--- config.mk ---
export PLATFORM = sky130hd
export DESIGN_NAME = bus_evt_perf_ctr
export DESIGN_NICKNAME = d
export VERILOG_FILES = /design/src/rtl/perf_ctr_pkg.sv /design/src/rtl/perf_apb_decode.sv /design/src/rtl/perf_evt_select.sv /design/src/rtl/perf_sat_counter.sv /design/src/rtl/bus_evt_perf_ctr.sv
export SDC_FILE = /design/constraint.sdc
export NUM_CORES = 1
export LEC_CHECK = 0
export ABC_AREA = 1
export BUFFER_PORTS_ARGS = -buffer_cell sky130_fd_sc_hd__buf_2
export CORE_ASPECT_RATIO = 1.75
export CORE_MARGIN = 2
export CORE_UTILIZATION = 55
export CTS_CLUSTER_SIZE = 10
export DETAILED_ROUTE_END_ITERATION = 8
export PLACE_DENSITY = 0.82
export SLEW_MARGIN = 25
export SYNTH_ARGS = -nofsm -noshare
export SYNTH_HDL_FRONTEND = slang
export SYNTH_SLANG_ARGS = --single-unit
--- constraint.sdc ---
create_clock -name pclk -period 6 [get_ports pclk]
set_input_delay 0.3 -clock pclk [delete_from_list [all_inputs] [get_ports pclk]]
set_output_delay 0.3 -clock pclk [all_outputs]
set_load 0.05 [all_outputs]
--- src/rtl/perf_ctr_pkg.sv ---
package perf_ctr_pkg;

  // Byte offset of the first counter, and the distance between register pairs.
  localparam int unsigned CTR_BASE_OFF = 8;
  localparam int unsigned PAIR_STRIDE  = 8;
  localparam int unsigned SEL_REL_OFF  = 4;

  // Which kind of register one address points to, for one pair slot.
  typedef enum logic [1:0] {
    HIT_NONE,
    HIT_COUNT,
    HIT_SELECT
  } reg_kind_e;

  function automatic int unsigned count_offset(int unsigned idx);
    return CTR_BASE_OFF + PAIR_STRIDE * idx;
  endfunction

  function automatic int unsigned select_offset(int unsigned idx);
    return count_offset(idx) + SEL_REL_OFF;
  endfunction

  // Event code of one port: even code = contested, odd code = every access.
  function automatic int unsigned event_code(int unsigned port, bit every_access);
    return 2 * port + (every_access ? 1 : 0);
  endfunction

endpackage

--- src/rtl/perf_apb_decode.sv ---
module perf_apb_decode
  import perf_ctr_pkg::*;
#(
  parameter int unsigned ADDR_W  = 12,
  parameter int unsigned NUM_CTR = 4
) (
  input  logic [ADDR_W-1:0]  paddr,
  output logic [NUM_CTR-1:0] ctr_hit,
  output logic [NUM_CTR-1:0] sel_hit
);

  // Find which register of pair idx the address points to. The full
  // address must match, so an offset that is not word aligned hits nothing.
  function automatic reg_kind_e classify(logic [ADDR_W-1:0] a, int unsigned idx);
    if (a == ADDR_W'(count_offset(idx)))  return HIT_COUNT;
    if (a == ADDR_W'(select_offset(idx))) return HIT_SELECT;
    return HIT_NONE;
  endfunction

  for (genvar g = 0; g < NUM_CTR; g++) begin : g_slot
    reg_kind_e kind;
    assign kind       = classify(paddr, g);
    assign ctr_hit[g] = (kind == HIT_COUNT);
    assign sel_hit[g] = (kind == HIT_SELECT);
  end

endmodule

--- src/rtl/perf_evt_select.sv ---
module perf_evt_select #(
  parameter int unsigned NUM_EVT = 20,
  parameter int unsigned SEL_W   = 5
) (
  input  logic [NUM_EVT-1:0] evt,
  input  logic [SEL_W-1:0]   sel,
  output logic               hit
);

  // A code at or above NUM_EVT matches no input, so the result is 0.
  function automatic logic pick(logic [NUM_EVT-1:0] e, logic [SEL_W-1:0] s);
    logic r;
    r = 1'b0;
    for (int k = 0; k < NUM_EVT; k++) begin
      if (s == SEL_W'(k)) r = e[k];
    end
    return r;
  endfunction

  assign hit = pick(evt, sel);

endmodule

--- src/rtl/perf_sat_counter.sv ---
module perf_sat_counter #(
  parameter int unsigned CTR_W = 24
) (
  input  logic             clk,
  input  logic             rst_n,
  input  logic             clr,
  input  logic             inc,
  output logic [CTR_W-1:0] count
);

  localparam logic [CTR_W-1:0] CTR_MAX = {CTR_W{1'b1}};

  // A clear takes priority over an increment, and the count stops at CTR_MAX.
  function automatic logic [CTR_W-1:0] next_count(logic [CTR_W-1:0] cur,
                                                  logic do_clr, logic do_inc);
    if (do_clr)                   return '0;
    if (do_inc && cur != CTR_MAX) return cur + CTR_W'(1);
    return cur;
  endfunction

  always_ff @(posedge clk or negedge rst_n) begin
    if (!rst_n) count <= '0;
    else        count <= next_count(count, clr, inc);
  end

endmodule

--- src/rtl/bus_evt_perf_ctr.sv ---
module bus_evt_perf_ctr #(
  parameter int unsigned NUM_CTR   = 4,
  parameter int unsigned NUM_PORTS = 10,
  parameter int unsigned CTR_W     = 24,
  parameter int unsigned SEL_W     = 5,
  parameter int unsigned ADDR_W    = 12,
  parameter int unsigned DATA_W    = 32
) (
  input  logic                   pclk,
  input  logic                   presetn,
  input  logic                   psel,
  input  logic                   penable,
  input  logic                   pwrite,
  input  logic [ADDR_W-1:0]      paddr,
  input  logic [DATA_W-1:0]      pwdata,
  output logic [DATA_W-1:0]      prdata,
  output logic                   pready,
  input  logic [2*NUM_PORTS-1:0] evt_pulse
);

  localparam int unsigned NUM_EVT = 2 * NUM_PORTS;
  localparam logic [SEL_W-1:0] SEL_RESET = {SEL_W{1'b1}};

  // Internal events, given names so the bound checker can see them.
  logic                              wr_access;
  logic                              rd_access;
  logic [NUM_CTR-1:0]                ctr_hit;
  logic [NUM_CTR-1:0]                sel_hit;
  logic [NUM_CTR-1:0]                ctr_clr;
  logic [NUM_CTR-1:0]                sel_wr;
  logic [NUM_CTR-1:0]                ctr_evt;
  logic [NUM_CTR-1:0][CTR_W-1:0]     ctr_val;
  logic [NUM_CTR-1:0][SEL_W-1:0]     sel_q;
  logic [DATA_W-1:0]                 rdata_mux;
  logic                              wdata_unused;

  assign wr_access    = psel & penable & pwrite;
  assign rd_access    = psel & ~pwrite;
  assign pready       = 1'b1;
  assign wdata_unused = ^pwdata[DATA_W-1:SEL_W];

  perf_apb_decode #(
    .ADDR_W  (ADDR_W),
    .NUM_CTR (NUM_CTR)
  ) decode_i (
    .paddr   (paddr),
    .ctr_hit (ctr_hit),
    .sel_hit (sel_hit)
  );

  assign ctr_clr = {NUM_CTR{wr_access}} & ctr_hit;
  assign sel_wr  = {NUM_CTR{wr_access}} & sel_hit;

  // Select registers: written in one process so the array has one driver.
  always_ff @(posedge pclk or negedge presetn) begin
    if (!presetn) begin
      for (int i = 0; i < NUM_CTR; i++) sel_q[i] <= SEL_RESET;
    end else begin
      for (int i = 0; i < NUM_CTR; i++) begin
        if (sel_wr[i]) sel_q[i] <= pwdata[SEL_W-1:0];
      end
    end
  end

  for (genvar g = 0; g < NUM_CTR; g++) begin : g_ctr
    perf_evt_select #(
      .NUM_EVT (NUM_EVT),
      .SEL_W   (SEL_W)
    ) mux_i (
      .evt (evt_pulse),
      .sel (sel_q[g]),
      .hit (ctr_evt[g])
    );

    perf_sat_counter #(
      .CTR_W (CTR_W)
    ) cnt_i (
      .clk   (pclk),
      .rst_n (presetn),
      .clr   (ctr_clr[g]),
      .inc   (ctr_evt[g]),
      .count (ctr_val[g])
    );
  end

  // Read mux: at most one hit line is active, so OR-ing the terms is safe.
  always_comb begin
    rdata_mux = '0;
    for (int i = 0; i < NUM_CTR; i++) begin
      if (ctr_hit[i]) rdata_mux = rdata_mux | DATA_W'(ctr_val[i]);
      if (sel_hit[i]) rdata_mux = rdata_mux | DATA_W'(sel_q[i]);
    end
  end

  assign prdata = rd_access ? rdata_mux : '0;

endmodule

## Word-level counts from Yosys, hierarchy flattened

Cells that the tools add are included.

- Register bits after elaboration: 116
- Bits of input ports: 69
- Word-level logic and storage cells: 278

- Add/sub/neg operators: 4
- Bitwise logic cells: 13
- Eq/ne operators: 96
- Reductions and logical operators: 12
- Muxes and demuxes: 145

Operators by type and width:

| cell | number |
|---|---|
| $mux 24 | 17 |
| $mux 32 | 8 |
| $eq 5x4->1 const B | 32 |
| $or 32x5->32 | 4 |
| $mux 1 | 104 |
| $add 24x1->24 const B | 4 |
| $ne 24x24->1 const B | 4 |
| $or 32x24->32 | 3 |
| $eq 5x3->1 const B | 16 |
| $eq 5x5->1 const B | 16 |
| $eq 12x5->1 const B | 4 |
| $eq 5x2->1 const B | 8 |
| $mux 2 | 16 |
| $eq 12x4->1 const B | 2 |
| $eq 12x6->1 const B | 2 |
| $eq 5x1->1 const B | 4 |
| $logic_not 5->1 | 4 |
| $and 4x4->4 | 2 |
| $eq 2x1->1 const B | 4 |
| $eq 2x2->1 const B | 4 |
| $reduce_bool 2->1 | 4 |
| $logic_and 1x1->1 | 4 |
| $and 1x1->1 | 3 |
| $not 1->1 | 1 |

## Depth between registers and ports, before layout

- Word-level depth: 26
- Depth in mapped cells: 22

## Hierarchy

From an unflattened synthesis, not the netlist that was laid out.

- Cells, all modules: 1,579
- Area, all modules: 9,873.2 um^2

By module, submodules not included:

| module | times used | area each (um^2) | cells each | seq. area each (um^2) |
|---|---|---|---|---|
| perf_sat_counter | 4 | 1,651.6 | 243 | 600.6 |
| bus_evt_perf_ctr | 1 | 1,830.5 | 334 | 525.5 |
| perf_evt_select | 4 | 315.3 | 60 | 0.0 |
| perf_apb_decode | 1 | 175.2 | 33 | 0.0 |

## Least setup slack after synthesis

No wires, ideal clock.

- Kind: input to output
- Start: input port paddr[7]
- End: output port prdata[3]
- Required time: 5,700 ps
- Path buffers: 1
- Path slack: 3,315 ps
- Stages on the path: 10
- Arrival time: 2,385 ps
- Path through: nor2_1 -> inv_1 -> nor2_1 -> nand2_1 -> nor2_1 -> nand2_1 -> clkbuf_1 -> o22ai_1 -> nor2_1 -> a21oi_1

- Longest elaborated chain between the ends: 22
- Elaborated cells between the ends (all ways): 56
- Classes of those cells: eq/ne: 16; mux: 33; bitwise: 7

RTL lines:

| item | line | text |
|---|---|---|
| from (decl) | bus_evt_perf_ctr.sv:14 | `input logic [ADDR_W-1:0] paddr,` |
| $eq 12x4->1 | perf_apb_decode.sv:16 | `if (a == ADDR_W'(select_offset(idx))) return HIT_SELECT;` |
| $mux 1 (2 in a row) | perf_apb_decode.sv:16 |  |
| $mux 2 | perf_apb_decode.sv:17 | `return HIT_NONE;` |
| $mux 2 | perf_apb_decode.sv:16 |  |
| $eq 2x1->1 | perf_apb_decode.sv:23 | `assign ctr_hit[g] = (kind == HIT_COUNT);` |
| $mux 24 | bus_evt_perf_ctr.sv:90 | `if (ctr_hit[i]) rdata_mux = rdata_mux \| DATA_W'(ctr_val[i]);` |
| $or 32x5->32 | bus_evt_perf_ctr.sv:91 | `if (sel_hit[i]) rdata_mux = rdata_mux \| DATA_W'(sel_q[i]);` |
| $mux 32 | bus_evt_perf_ctr.sv:91 |  |
| [... 5 more ...] | n/a |  |
| $mux 32 | bus_evt_perf_ctr.sv:90 |  |
| $or 32x5->32 | bus_evt_perf_ctr.sv:91 |  |
| $mux 32 | bus_evt_perf_ctr.sv:91 |  |
| $or 32x24->32 | bus_evt_perf_ctr.sv:90 |  |
| $mux 32 | bus_evt_perf_ctr.sv:90 |  |
| $or 32x5->32 | bus_evt_perf_ctr.sv:91 |  |
| $mux 32 (*) | bus_evt_perf_ctr.sv:91 |  |
| $mux 32 (*) | bus_evt_perf_ctr.sv:95 | `assign prdata = rd_access ? rdata_mux : '0;` |
| to (decl) | bus_evt_perf_ctr.sv:16 | `output logic [DATA_W-1:0] prdata,` |

Every way passes the cells marked *; elsewhere a longest branch is shown, timed or not. The select of a mux whose other input is x is not followed.

## Worst setup path in the final report

Same ends and word-level chain as after synthesis.

==> results.toml <==
[run_status]
status = "finished clean"

[critical_path]
crit_chain = "buf_2 -> nor2_1 -> inv_1 -> nor2_1 -> nand2_1 -> nor2_1 -> nand2_1 -> o22ai_1 -> nor2_1 -> a21oi_1 -> buf_2"
critPathMaxStageDelay_ns = 0.56
critPathMostFrequentCell = "nor2_1"
path_class = "in -> out"
crit_path_start_kind = "primary input"
cp-end-kind = "primary output"
required_ns = 5.70
critPathArrivalTime_ns = 3.25
crit_fanout = 20
cp_slowest_cell = "nand2_1"

[sta]
finalHoldViolCount = 0
slew_violations = 0
whs_ns = 0.205
layout_setup_ws_ns = 2.45
fin_crit_sh_pct = 59.2
fmax_ghz = 0.282
final.setup.tns_ns = 0
worstMarginPinSlew_ns = 0.863
rsz0062_at_grt = "no"
skew_ns = 0.0114
final-setup-viol-count = 0
slew_headroom_pct = 42.3
period_needed_ns = 3.55

[place]
place_area_um2 = 10200
portBuffers = 65
dpl.cell_count = 1696
post-place-ws_ns = 2.54
hpwl_um = 24400
place.gp.congestion = 1.04

[clock_tree]
cts_tree = "yes"
clk_path_buf_depth = 2
cts_htree_levels = 4
clock-sinks = 116
clk_latency_ns = 0.45
cts_buffers = 17
clkTransAtPathRegs_ns = 0.06
root_buffer = "clkbuf_16"

[synthesis]
syn_area_um2 = 9860
synth_area_per_cell_um2 = 6.78
ys_warn_count = 0
netlist_instances = 1453
synth_top_cells_by_area = "dfrtp_1, nand2_1, nand4_1"
synth_top_cell_area_share_pct = 24.4
yosys-top-cells-count = "nand2_1, inv_1, nand4_1, nand3_1, nor2_1"
yosysTopAreaCell = "dfrtp_1"
async_flop_share_pct = 100
yosys_most_used_dff = "dfrtp_1"
synth_seq_cells = 116
synth_cell_types = 40
synth.most_common_cell = "nand2_1"
yosysSeqAreaShare_pct = 29.7
synth_edf_count = 0

[cells_and_area]
fin_area_um2 = 10900
final_util_pct = 61.9
drive_above_1_share_pct = 12.8
diodes = 0
nets = 1558
fin_cells = 1729
area_delta_synth_final_pct = 10.2

[die]
rows = 64
pin_count = 102
fp.dieH_um = 181
start_util_pct = 56.2
die-area_um2 = 19100
die_w_um = 105
core_area_um2 = 17500

[grt]
grt_usage_pct = 35.2
grt_pass1_wl_um = 52400
grt.overflow.total = 0
grt_max_degree = 64
antenna_found_initial = 0
first_global_vias = 10349

[route]
ant_nets = 0
vias_per_cell = 6.23
vias = 10767
dr.pass1.iters = 7
drc = 0
avgRoutedWirePerCell_um = 19.1
drt-total-wl_um = 33100
drt_iter0_drc = 1084

[power_and_ir_drop]
leakagePower_nw = 5.15
peakVddDrop_v = 0.000180
power_mw = 2.39
powerDensity_nw_per_um2 = 220

[hold_path]
hold_path.class = "in -> reg"

[flow_run]
maxCapViolations = 0
## sequential cells by signal (all words and copies together), names as in the netlist
name and count:
sel_q 20, g_ctr.cnt_i.count 96
## worst max-delay path, delay by kind of cell
| family | cells | cell delay [ns] |
|---|---|---|
| compound gates | 2 | 0.70 |
| simple gates | 6 | 1.75 |
| buf+inv | 3 | 0.51 |
## cells by family (layout without fill, tap and decap cells)
group	after synthesis	after routing	synth area share [%]
simple gates	841	841	42.5
buf+inv	301	339	12.7
flops	116	116	29.7
compound gates	101	101	6.71
xor+xnor	88	88	7.82
fa+ha+maj	4	4	0.508
other cells	2	9	0.0762
## final timing paths
path | start | end | slack, ns | cells past startpoint
worst max-delay path | paddr[7] | prdata[3] | 2.45 | 11
worst min-delay path | pwdata[0] | sel_q[15]$_DFFE_PN1P_ | 0.20 | 3
worst max register to register | sel_q[19]$_DFFE_PN1P_ | g_ctr[3].cnt_i.count[17]$_DFFE_PN0P_ | 3.07 | 15
worst min register to register | g_ctr[2].cnt_i.count[9]$_DFFE_PN0P_ | g_ctr[2].cnt_i.count[9]$_DFFE_PN0P_ | 0.50 | 2
max in group asynchronous | presetn | g_ctr[0].cnt_i.count[6]$_DFFE_PN0P_ | 4.22 | 3
min in group asynchronous | presetn | g_ctr[2].cnt_i.count[21]$_DFFE_PN0P_ | 0.50 | 2
## routing by layer
metal	wire [µm]	vias up	track usage, %
met4	3100	0	29.9
met3	2400	213	6.20
li1	-	4978	-
met5	0	-	0
met2	16400	611	59.9
met1	11200	4965	37.0
## report_power, final
group	internal (mW)	switching (mW)	total (mW)	leakage, nW
clock	0.703	0.401	1.10	0.295
sequential	0.841	0.0712	0.912	1.52
combinational	0.104	0.266	0.370	3.33
## area by class of cell
| cell class | count | area [µm²] |
|---|---|---|
| inverter | 230 | 863 |
| clock buffer | 19 | 443 |
| fill | 1599 | 6680 |
| timing repair buffer | 77 | 420 |
| multi-input combinational | 1043 | 5740 |
| tap | 231 | 289 |
| clock inverter | 13 | 183 |
| sequential | 116 | 2930 |
## cell usage in the layout (no fill, tap or decap), drive strengths merged, types with 3 or more instances in the layout
cell	count
buf	76
nor3	53
nand4	157
clkbuf	19
clkinvlp	4
o22ai	44
nor3b	4
inv	229
dfstp	20
dfrtp	96
nand2	283
a21oi	3
ha	4
o21ai	27
xor2	80
bufinv	4
nor4	28
a41oi	6
nor2	136
conb	9
xnor2	8
a31o	7
clkinv	6
a311oi	7
a32o	4
nand3	176
## timing repair
action | 4_1_cts | 5_1_grt
buffers inserted | 0 | 0
hold buffers | 1 | 0
hold endpoints to repair | 37 | 0
setup endpoints to repair | 0 | 0
resized for setup | 0 | 0
(Power assumes the default switching activity.)
